### src/rtl/prio_arb_pkg.sv
package prio_arb_pkg;

  typedef enum logic [1:0] {
    ST_IDLE    = 2'd0,
    ST_GRANTED = 2'd1,
    ST_ACTIVE  = 2'd2
  } arb_state_t;

  localparam int CLS_HI  = 0;
  localparam int CLS_LO  = 1;
  localparam int NUM_CLS = 2;

endpackage

### src/rtl/arb_rr_pick.sv
module arb_rr_pick #(
  parameter int N  = 4,
  parameter int IW = (N > 1) ? $clog2(N) : 1
) (
  input  logic [N-1:0]  vec_i,
  input  logic [IW-1:0] last_i,
  output logic          found_o,
  output logic [IW-1:0] idx_o
);

  // Scan from the farthest offset down to the nearest one, so that the
  // nearest set bit after last_i is the one left in idx_o.
  always_comb begin
    found_o = 1'b0;
    idx_o   = '0;
    for (int off = N; off >= 1; off--) begin
      if (vec_i[(int'(last_i) + off) % N]) begin
        found_o = 1'b1;
        idx_o   = IW'((int'(last_i) + off) % N);
      end
    end
  end

endmodule

### src/rtl/arb_stream_budget.sv
module arb_stream_budget #(
  parameter int CNT_W = 4
) (
  input  logic             clk,
  input  logic             rst,
  input  logic             add_i,
  input  logic             del_i,
  input  logic [CNT_W-1:0] limit_i,
  output logic             ovld_o
);

  localparam logic [CNT_W-1:0] CNT_MAX = {CNT_W{1'b1}};

  logic [CNT_W-1:0] cnt_q;
  logic [CNT_W-1:0] cnt_nxt;

  always_comb begin
    cnt_nxt = cnt_q;
    case ({add_i, del_i})
      2'b10:   cnt_nxt = (cnt_q == CNT_MAX) ? cnt_q : cnt_q + 1'b1;
      2'b01:   cnt_nxt = (cnt_q == '0) ? cnt_q : cnt_q - 1'b1;
      default: cnt_nxt = cnt_q;
    endcase
  end

  always_ff @(posedge clk) begin
    if (rst) begin
      cnt_q  <= '0;
      ovld_o <= 1'b0;
    end else begin
      cnt_q  <= cnt_nxt;
      ovld_o <= (cnt_nxt >= limit_i);
    end
  end

  assert_saturate_R10: assert property (@(posedge clk) disable iff (rst)
    (cnt_q == CNT_MAX && add_i && !del_i) |=> (cnt_q == CNT_MAX));

  assert_floor_R10: assert property (@(posedge clk) disable iff (rst)
    (cnt_q == '0 && del_i && !add_i) |=> (cnt_q == '0));

endmodule

### src/rtl/prio_bus_arbiter.sv
module prio_bus_arbiter
  import prio_arb_pkg::*;
#(
  parameter int NUM_REQ = 4,
  parameter int CNT_W   = 4
) (
  input  logic               clk,
  input  logic               rst,
  input  logic [NUM_REQ-1:0] req_i,
  input  logic [NUM_REQ-1:0] hi_i,
  input  logic               env_i,
  input  logic               stream_add_i,
  input  logic               stream_del_i,
  input  logic [CNT_W-1:0]   limit_i,
  output logic [NUM_REQ-1:0] gnt_o,
  output logic               hi_any_o,
  output logic               ovld_o
);

  localparam int IW = (NUM_REQ > 1) ? $clog2(NUM_REQ) : 1;
  localparam logic [IW-1:0] LAST_INIT = IW'(NUM_REQ - 1);

  arb_state_t          state_q;
  logic [NUM_REQ-1:0]  hi_vec;
  logic [NUM_REQ-1:0]  lo_vec;
  logic [NUM_REQ-1:0]  cls_vec   [NUM_CLS];
  logic [IW-1:0]       cls_last  [NUM_CLS];
  logic                cls_found [NUM_CLS];
  logic [IW-1:0]       cls_idx   [NUM_CLS];

  assign hi_vec = req_i & hi_i;
  assign lo_vec = req_i & ~hi_i;
  assign cls_vec[CLS_HI] = hi_vec;
  assign cls_vec[CLS_LO] = lo_vec;

  // One round-robin picker per priority class.
  for (genvar c = 0; c < NUM_CLS; c++) begin : g_cls
    arb_rr_pick #(.N(NUM_REQ), .IW(IW)) u_pick (
      .vec_i   (cls_vec[c]),
      .last_i  (cls_last[c]),
      .found_o (cls_found[c]),
      .idx_o   (cls_idx[c])
    );
  end

  always_ff @(posedge clk) begin
    if (rst) begin
      state_q          <= ST_IDLE;
      gnt_o            <= '0;
      hi_any_o         <= 1'b0;
      cls_last[CLS_HI] <= LAST_INIT;
      cls_last[CLS_LO] <= LAST_INIT;
    end else begin
      hi_any_o <= |hi_vec;
      case (state_q)
        ST_IDLE: begin
          if (!env_i) begin
            if (cls_found[CLS_HI]) begin
              gnt_o            <= NUM_REQ'(1) << cls_idx[CLS_HI];
              cls_last[CLS_HI] <= cls_idx[CLS_HI];
              state_q          <= ST_GRANTED;
            end else if (cls_found[CLS_LO]) begin
              gnt_o            <= NUM_REQ'(1) << cls_idx[CLS_LO];
              cls_last[CLS_LO] <= cls_idx[CLS_LO];
              state_q          <= ST_GRANTED;
            end
          end
        end
        ST_GRANTED: begin
          if (env_i) state_q <= ST_ACTIVE;
        end
        ST_ACTIVE: begin
          if (!env_i) begin
            gnt_o   <= '0;
            state_q <= ST_IDLE;
          end
        end
        default: begin
          gnt_o   <= '0;
          state_q <= ST_IDLE;
        end
      endcase
    end
  end

  arb_stream_budget #(.CNT_W(CNT_W)) u_budget (
    .clk     (clk),
    .rst     (rst),
    .add_i   (stream_add_i),
    .del_i   (stream_del_i),
    .limit_i (limit_i),
    .ovld_o  (ovld_o)
  );

  assert_onehot_grant_R2: assert property (@(posedge clk) disable iff (rst)
    $onehot0(gnt_o));

  assert_no_grant_in_env_R3: assert property (@(posedge clk) disable iff (rst)
    (env_i && gnt_o == '0) |=> (gnt_o == '0));

  assert_grant_hold_R4: assert property (@(posedge clk) disable iff (rst)
    (gnt_o != '0) |=> (gnt_o == $past(gnt_o) || gnt_o == '0));

  assert_release_after_env_R4: assert property (@(posedge clk) disable iff (rst)
    $fell(|gnt_o) |-> (!$past(env_i) && $past(env_i, 2)));

  assert_high_first_R6: assert property (@(posedge clk) disable iff (rst)
    $rose(|gnt_o) |-> ($past(hi_vec) == '0 || (gnt_o & $past(hi_vec)) != '0));

endmodule

### config.mk
export PLATFORM = sky130hd
export DESIGN_NAME = prio_bus_arbiter
export DESIGN_NICKNAME = d
export VERILOG_FILES = /design/src/rtl/prio_arb_pkg.sv /design/src/rtl/arb_rr_pick.sv /design/src/rtl/arb_stream_budget.sv /design/src/rtl/prio_bus_arbiter.sv
export SDC_FILE = /design/constraint.sdc
export NUM_CORES = 1
export LEC_CHECK = 0
export BUFFER_PORTS_ARGS = -buffer_cell sky130_fd_sc_hd__buf_2
export CAP_MARGIN = 30
export CELL_PAD_IN_SITES_DETAIL_PLACEMENT = 1
export CELL_PAD_IN_SITES_GLOBAL_PLACEMENT = 1
export CORE_MARGIN = 2
export CORE_UTILIZATION = 43
export CTS_BUF_LIST = sky130_fd_sc_hd__clkbuf_8
export DETAILED_ROUTE_END_ITERATION = 7
export GPL_TIMING_DRIVEN = 0
export PLACE_DENSITY = 0.78
export SYNTH_ARGS = -nofsm -noshare
export SYNTH_HDL_FRONTEND = slang
export SYNTH_HIERARCHICAL = 1
export SYNTH_SLANG_ARGS = --single-unit
export TNS_END_PERCENT = 50
### constraint.sdc
create_clock -name clk -period 3.1 [get_ports clk]
set_input_delay 0.155 -clock clk [delete_from_list [all_inputs] [get_ports clk]]
set_output_delay 0.155 -clock clk [all_outputs]
set_load 0.1 [all_outputs]
Word-level counts from Yosys, hierarchy flattened
Memory sizes are Yosys's and may differ from the RTL's.
Cells that the tools add are included.
{"block": "totals", "out_inout_bits": 6, "inputBits": 17, "mem_count": 1, "mem_bits_rw": 4, "elab_cells": 132, "register_bits": 12}
{"name": "cls_last", "depth": 2, "width": 2, "read_ports": 2, "rd_clocked_by_memory_dff": 0, "write_ports": 2, "line": "prio_bus_arbiter.sv:27", "source": "logic [IW-1:0] cls_last [NUM_CLS];"}
{"block": "op_classes", "addsub": 10, "muxes": 69, "shift": 2, "bitwise": 14, "n_eq_ne": 9, "order_cmp": 9, "reduce_logical": 13}
{"operator": "$mux W1", "n": 37}
{"operator": "$lt A3 B4 Y1 const B", "n": 8}
{"operator": "$mux W2", "n": 15}
{"operator": "$mux W4", "n": 6}
{"operator": "$bmux W1 S2", "n": 8}
{"operator": "$reduce_or A2 Y1", "n": 8}
{"operator": "$pmux W4 S3", "n": 1}
{"operator": "$add A2 B1 Y2 const B", "n": 4}
{"operator": "$add A2 B2 Y2 const B", "n": 4}
{"operator": "$and A1 B1 Y1 const A", "n": 8}
{"operator": "$and A4 B4 Y4", "n": 2}
{"operator": "$pmux W4 S2", "n": 1}
{"operator": "$reduce_and A4 Y1", "n": 2}
{"operator": "$shl A1 B2 Y4 const A", "n": 2}
{"operator": "$ne A2 B2 Y1 const B", "n": 3}
{"operator": "$pmux W2 S3", "n": 1}
{"operator": "$add A4 B1 Y4 const B", "n": 1}
{"operator": "$eq A2 B1 Y1 const B", "n": 2}
{"operator": "$eq A2 B2 Y1 const B", "n": 2}
{"operator": "$eq A4 B4 Y1 const B", "n": 1}
{"operator": "$ge A4 B4 Y1", "n": 1}
{"operator": "$logic_not A4 Y1", "n": 1}
{"operator": "$not A4 Y4", "n": 1}
{"operator": "$reduce_or A4 Y1", "n": 1}
{"operator": "other kinds (5)", "n": 6}

Depth between registers and ports, before layout
Gate-level depths: netlist of the first run.
An unclocked memory read counts as a cell.
{"block": "depth", "ltp_word": 18, "ltp_mapped": 11, "mapped_depth_nobuf": 10}

By module
The synthesis of the first run kept the hierarchy.
{"module": "prio_bus_arbiter", "seq_area_each_um2": 260.2, "instances": 1, "area_each_um2": 556.8, "cells_each": 48}
{"module": "arb_stream_budget", "seq_area_each_um2": 100.1, "instances": 1, "area_each_um2": 508.0, "cells_each": 61}
{"module": "arb_rr_pick", "seq_area_each_um2": 0.0, "instances": 2, "area_each_um2": 91.3, "cells_each": 14}

Worst setup path after synthesis of the first run
No wires, ideal clock.
{"block": "synth_timing", "path_kind": "reg-to-reg", "from": "reg u_budget.cnt_q[0]", "to": "reg u_budget.ovld_o", "arrival_time_ps": 2314, "t_required_ps": 2978, "path_stages_with_launch": 11, "period_less_slack_ps": 2436, "n_path_buf": 0, "setup_ps": 122, "setup_slack_ps": 664, "cell_sequence": "dfxtp_1 -> inv_1 -> ha_1 -> or4b_1 -> a32o_1 -> a221oi_2 -> ha_1 -> nand2b_1 -> a21o_1 -> a211oi_1 -> nor3_1"}
{"block": "synth_between", "elab_chain_len": 4, "word_cells_on_any_way": 8, "classes_between": "2 x add/sub; 1 x order compare; 1 x eq/ne; 3 x mux; 1 x reduce/logical"}
{"element": "from (decl)", "line": "arb_stream_budget.sv:14", "source": "logic [CNT_W-1:0] cnt_q;"}
{"element": "from (signal assigned)", "line": "arb_stream_budget.sv:31", "source": "cnt_q <= cnt_nxt;"}
{"element": "$sub A4 B1 Y4, or another cell as far along", "line": "arb_stream_budget.sv:21", "source": "2'b01: cnt_nxt = (cnt_q == '0) ? cnt_q : cnt_q - 1'b1;"}
{"element": "$mux W4, on equally long branches", "line": "arb_stream_budget.sv:21, arb_stream_budget.sv:20"}
{"element": "$pmux W4 S2 (*)", "line": "arb_stream_budget.sv:19", "source": "case ({add_i, del_i})"}
{"element": "$ge A4 B4 Y1 (*)", "line": "arb_stream_budget.sv:32", "source": "ovld_o <= (cnt_nxt >= limit_i);"}
{"element": "to (signal assigned)", "line": "arb_stream_budget.sv:32"}
{"element": "to (decl)", "line": "arb_stream_budget.sv:9", "source": "output logic ovld_o"}
Every way passes the cells marked *; elsewhere a longest branch is shown, timed or not.
A chain may end at the register's enable or synchronous reset.

Worst setup path in the final report of the first run
Same ends and word-level chain as after synthesis.

==> qor.txt, run 1 <==
Status - finished, final reports clean
Min Hold Slack - 0.129 ns
Post-CTS Setup Bufs - 0
Width of the die - 57.9 um
Die Y - 57.9 um
Synth Area per Inst - 9.11 um2
Most frequent CP cell - ha_1
Max-slew violations - 0
CTS Buf Count - 3
Filler cell count - 327
Setup TNS Final - 0 ns
Fin Clk Skew - 0.00162 ns
Final nets - 189
Std cell rows - 19
Top Ports - 23
CTS tree - done
DR WL/cell - 14.6 um
Tot Pwr - 597 uW
Synthesized net count - 162
Dpl hpwl - 2280 um
Peak supply drop - 0.245 mV
Crit-path max FO - 8
H-tree levels - 1
Setup crit end kind - flop
GRT Residual Overflow - 0
Post-route insts no fill - 194
IO Port Bufs - 22
Max frequency - 372 MHz
Cell breakdown of the critical path - inv_1, ha_1, or4b_1, a32o_1, a221oi_2, ha_1, nand2b_1, a21o_1, a211oi_1, nor3_1
Vias in the first global route - 1146
Worst EP required - 3.24 ns
1st-iter DRT viols - 23
Sink Count - 16
Setup violators final - 0
Synth top area cells - dfxtp_1, edfxtp_1, ha_1, nand2b_1, inv_1
Overall die area - 3350 um2
Post-Synthesis Cells - 137
CTS clk-pin slew, worst paths - 0.06 ns
Initial cell density of the core - 45.2%
Synth cell types - 43
EDFF count, synth - 4
Hold Path Class - input pin to flop
Yosys warns - 6
Critical path arrival - 2.82 ns
Power per cell area - 412 nW/um2
Slowest cell delay on critical path - 0.45 ns
DR DRC count - 0
Sequential-to-total area share from yosys stat - 28.9%
Slowest CP cell - or4b_1
Routed Antenna Nets - 0
Vias per inst - 5.66
Ys flop type - dfxtp_1
Max_cap viols - 0
Gr usage total - 18.3%
DR vias - 1098
Crit start category - flop
CP startpoint - u_budget/cnt_q[0]
DR pass1 iterations - 4
Clock latency on the worst-skew pair - 0.25 ns
Post-synth top area share - 19.3%
Largest net degree at the start of global routing - 10
Endpoints failing hold - 0
Gpl congestion - 0.773
Placed Instances - 190
First-pass GRT wire length - 4890 um
Rel. slew slack - 67.7%
Period utilization - 86.7%
P_leak - 0.681 nW
Seq cells post-synth - 16
Synthesized area - 1250 um2
R2R Path Start - u_budget/cnt_q[0]
Hold Crit Start - env_i
Most frequent cells after synthesis - inv_1, nand2b_1, dfxtp_1
Final WL - 2830 um
Initial antenna violation count - 0
Top cell type by total area after synthesis - dfxtp_1
Area of the core - 2760 um2
Clk buf depth - 2
Ys async rst share - 0%
Hold Buf Count CTS - 0
RSZ-0062 raised after global routing - no
Final core occ - 52.6%
PostCTS Resize Cnt - 0
Crit path kind - flop to flop
Slew @ Worst Pin - 0.487 ns
ANT cells - 0
Layout cells sized above 1 - 27.6%
CTS root buf - clkbuf_8
Area Growth Syn to Fin - 16.3%
Tmin final - 2.69 ns
-- cell usage in the layout, fill, tap and decap left out, types with 2 or more instances in the layout --
master    count
and2_1        5
buf_6         2
a21oi_1       7
ha_1          8
edfxtp_1      4
nand3b_1      2
nand2b_1     14
o221ai_2      2
a21oi_2       2
buf_2        22
a31oi_1       2
inv_1        14
dfxtp_1      12
mux2i_1       5
nor3_1        4
mux2_2        4
a32o_1        3
nor2b_1       6
clkbuf_8      4
nor2_1        9
a32o_2        2
nand2_1       6
and2b_1       2
-- layer usage --
layer | part of all wire, % | routed length [um] | up-vias | GRT usage, %
li1 | - | - | 546 | -
met1 | 48 | 1360 | 527 | 23.5
met2 | 48 | 1350 | 21 | 32.3
met3 | 3.6 | 102 | 4 | 2.68
met4 | 0.67 | 19 | 0 | 3.99
met5 | 0 | 0 | - | 0
-- critical path: cells and delay by family, from the launching register on --
kind                       cells  cell delay [ns]
adders and majority gates      2             0.52
AOI/OAI and AO/OA              4             0.92
buffers and inverters          1             0.09
and+or+nand+nor                3             0.67
DFF                            1             0.38
-- path summary, 6_finish.rpt --
path,slack [ns],to,depth (start not counted)
worst max-delay path,0.41,u_budget/ovld_o,10
worst min-delay path,0.13,state_q[0],2
worst max register to register,0.41,u_budget/ovld_o,10
worst min register to register,0.47,gnt_o[0],1
-- state kept, by name, summed over array words and instances, names as in the netlist --
| signal | cells |
|---|---|
| cls_last | 4 |
| gnt_o | 4 |
| u_budget/cnt_q | 4 |
| state_q | 2 |
| hi_any_o | 1 |
| u_budget/ovld_o | 1 |
-- area by class of cell --
class,instances,area (um2),share of cell area [%]
timing repair buffer,22,110,7.59
clock buffer,4,55.1,3.79
sequential,16,360,24.8
inverter,14,52.6,3.62
buffer,3,26.3,1.81
tap,31,38.8,2.67
multi-input combinational,104,808,55.7
-- power breakdown --
part	switching (mW)	internal, mW
Combinational	0.108	0.0671
Clock	0.0741	0.113
Sequential	0.0100	0.226
Total	0.192	0.406
-- cell families (layout without fill, tap and decap cells) --
kind of cell / after synthesis / count (layout) / synth area share (%)
adder cells (fa/ha/maj): 8 / 8 / 8.02
AO/OA/AOI/OAI: 29 / 29 / 21.0
XOR/XNOR: 1 / 1 / 0.702
flip-flops: 16 / 16 / 28.9
buffers and inverters: 17 / 43 / 6.32
multiplexers: 9 / 9 / 7.62
AND/OR/NAND/NOR: 57 / 57 / 27.5
-- through the flow --
| step | cell area (um2) | setup WS (ns) |
|---|---|---|
| 2_1_floorplan | 1250 | 0.664 |
| 3_3_place_gp | 1400 | 0.472 |
| 3_5_place_dp | 1400 | 0.424 |
| 4_1_cts | 1450 | 0.390 |
| 5_1_grt | 1450 | 0.181 |
| 6_report | 1450 | 0.414 |
Power figures use the tool's default switching activity.
==> inputs of run 2 (changes only) <==
--- a/config.mk
+++ b/config.mk
@@ -14,7 +14,7 @@
 export CTS_BUF_LIST = sky130_fd_sc_hd__clkbuf_8
 export DETAILED_ROUTE_END_ITERATION = 7
 export GPL_TIMING_DRIVEN = 0
-export PLACE_DENSITY = 0.78
+export PLACE_DENSITY = 0.87
 export SYNTH_ARGS = -nofsm -noshare
 export SYNTH_HDL_FRONTEND = slang
 export SYNTH_HIERARCHICAL = 1
==> qor.txt, run 2 (synthesis gave the netlist of run 1 again) <==
Crit path kind - flop to flop
RSZ-0062 raised after global routing - no
Max frequency - 362 MHz
P_leak - 0.674 nW
Final nets - 189
Routed Antenna Nets - 0
Gpl congestion - 0.835
Final WS setup - 0.336 ns
Max_cap viols - 0
Footprint of the multi-input gates - 808 um2
Clk buf depth - 2
Setup violators final - 0
Initial cell density of the core - 45.2%
CTS clk-pin slew, worst paths - 0.06 ns
Setup TNS Final - 0 ns
ANT cells - 0
Slowest CP cell - or4b_1
Period utilization - 89.2%
Crit-path max FO - 8
Clock latency on the worst-skew pair - 0.25 ns
Dpl hpwl - 2380 um
Vias in the first global route - 1171
Gr usage total - 19.9%
CTS Buf Count - 3
First-pass GRT wire length - 5180 um
Slowest cell delay on critical path - 0.50 ns
DR WL/cell - 15.6 um
Sink Count - 16
Commonest non-fill, non-tap cells in the layout - buf_2, inv_1, nand2b_1
Rel. slew slack - 67.7%
Cell breakdown of the critical path - inv_1, ha_1, or4b_1, a32o_1, a221oi_2, ha_1, nand2b_1, a21o_1, a211oi_1, nor3_1
DR DRC count - 0
Slew @ Worst Pin - 0.488 ns
Leading cell type in the layout, fill and taps excluded - buf_2
Setup crit end kind - flop
CTS tree - done
Largest net degree at the start of global routing - 10
Dpl ws - 0.337 ns
Die Y - 57.9 um
Overall die area - 3350 um2
Hold Path Class - input pin to flop
PostCTS Resize Cnt - 0
Status - finished, final reports clean
Endpoints failing hold - 0
Max-slew violations - 0
Hold Buf Count CTS - 0
Power per cell area - 397 nW/um2
Most frequent CP cell - ha_1
Crit start category - flop
Final WL - 3020 um
Top Ports - 23
IO Port Bufs - 22
Layout cells sized above 1 - 27.2%
Cell family with most CP delay - compound AO/OA/AOI/OAI gates
Area Growth Syn to Fin - 15.2%
Worst EP required - 3.24 ns
Std cell rows - 19
H-tree levels - 1
DR vias - 1095
Fin Clk Skew - 0.000732 ns
Critical path arrival - 2.90 ns
Width of the die - 57.9 um
Storage cell area - 360 um2
Filler cell count - 321
CTS root buf - clkbuf_8
DR pass1 iterations - 4
Initial antenna violation count - 0
Area of the core - 2760 um2
1st-iter DRT viols - 20
Bufs and invs on worst path - 1
GRT Residual Overflow - 0
Post-CTS Setup Bufs - 0
Vias per inst - 5.67
Peak supply drop - 0.320 mV
Tmin final - 2.76 ns
Biggest regs - cls_last (4), gnt_o (4), u_budget/cnt_q (4)
==> run 2: final timing paths <==
path | end | slack [ns] | from | cells after the start
setup / recovery | u_budget/ovld_o | 0.34 | u_budget/cnt_q[0] | 10
hold / removal | state_q[0] | 0.13 | env_i | 2
hold reg to reg | gnt_o[2] | 0.46 | gnt_o[2] | 1
setup reg to reg | u_budget/ovld_o | 0.34 | u_budget/cnt_q[0] | 10
==> run 2: layer usage <==
layer / share of wire, % / track usage [%]
met5: 0 / 0
met4: 1.1 / 7.64
met3: 3.5 / 2.23
met2: 52 / 36.4
met1: 43 / 23.7
==> run 2: metrics by stage <==
stage / hold WS [ns] / instance area [um2] / utilization [%] / std cells / power, mW
after global placement: 0.388 / 1400 / 50.6 / 190 / 0.406
after CTS: 0.127 / 1440 / 52.1 / 193 / 0.575
after floorplan: 0.227 / 1250 / - / 137 / 0.374
after global routing: 0.141 / 1440 / 52.1 / 193 / 0.598
after detailed placement: 0.394 / 1400 / 50.6 / 190 / 0.418
final: 0.131 / 1440 / 52.1 / 193 / 0.571
==> run 2: cell type report <==
type	instances	area share (%)
buffer	3	1.83
clock buffer	3	2.87
inverter	14	3.66
multi-input combinational	104	56.2
sequential	16	25.1
tap	31	2.70
timing repair buffer	22	7.66
==> run 2: power by group <==
| part | total [mW] | internal [mW] | switching [mW] |
|---|---|---|---|
| combinational | 0.177 | 0.0672 | 0.110 |
| clock | 0.157 | 0.0862 | 0.0711 |
| sequential | 0.237 | 0.226 | 0.0108 |
| total | 0.571 | 0.379 | 0.192 |
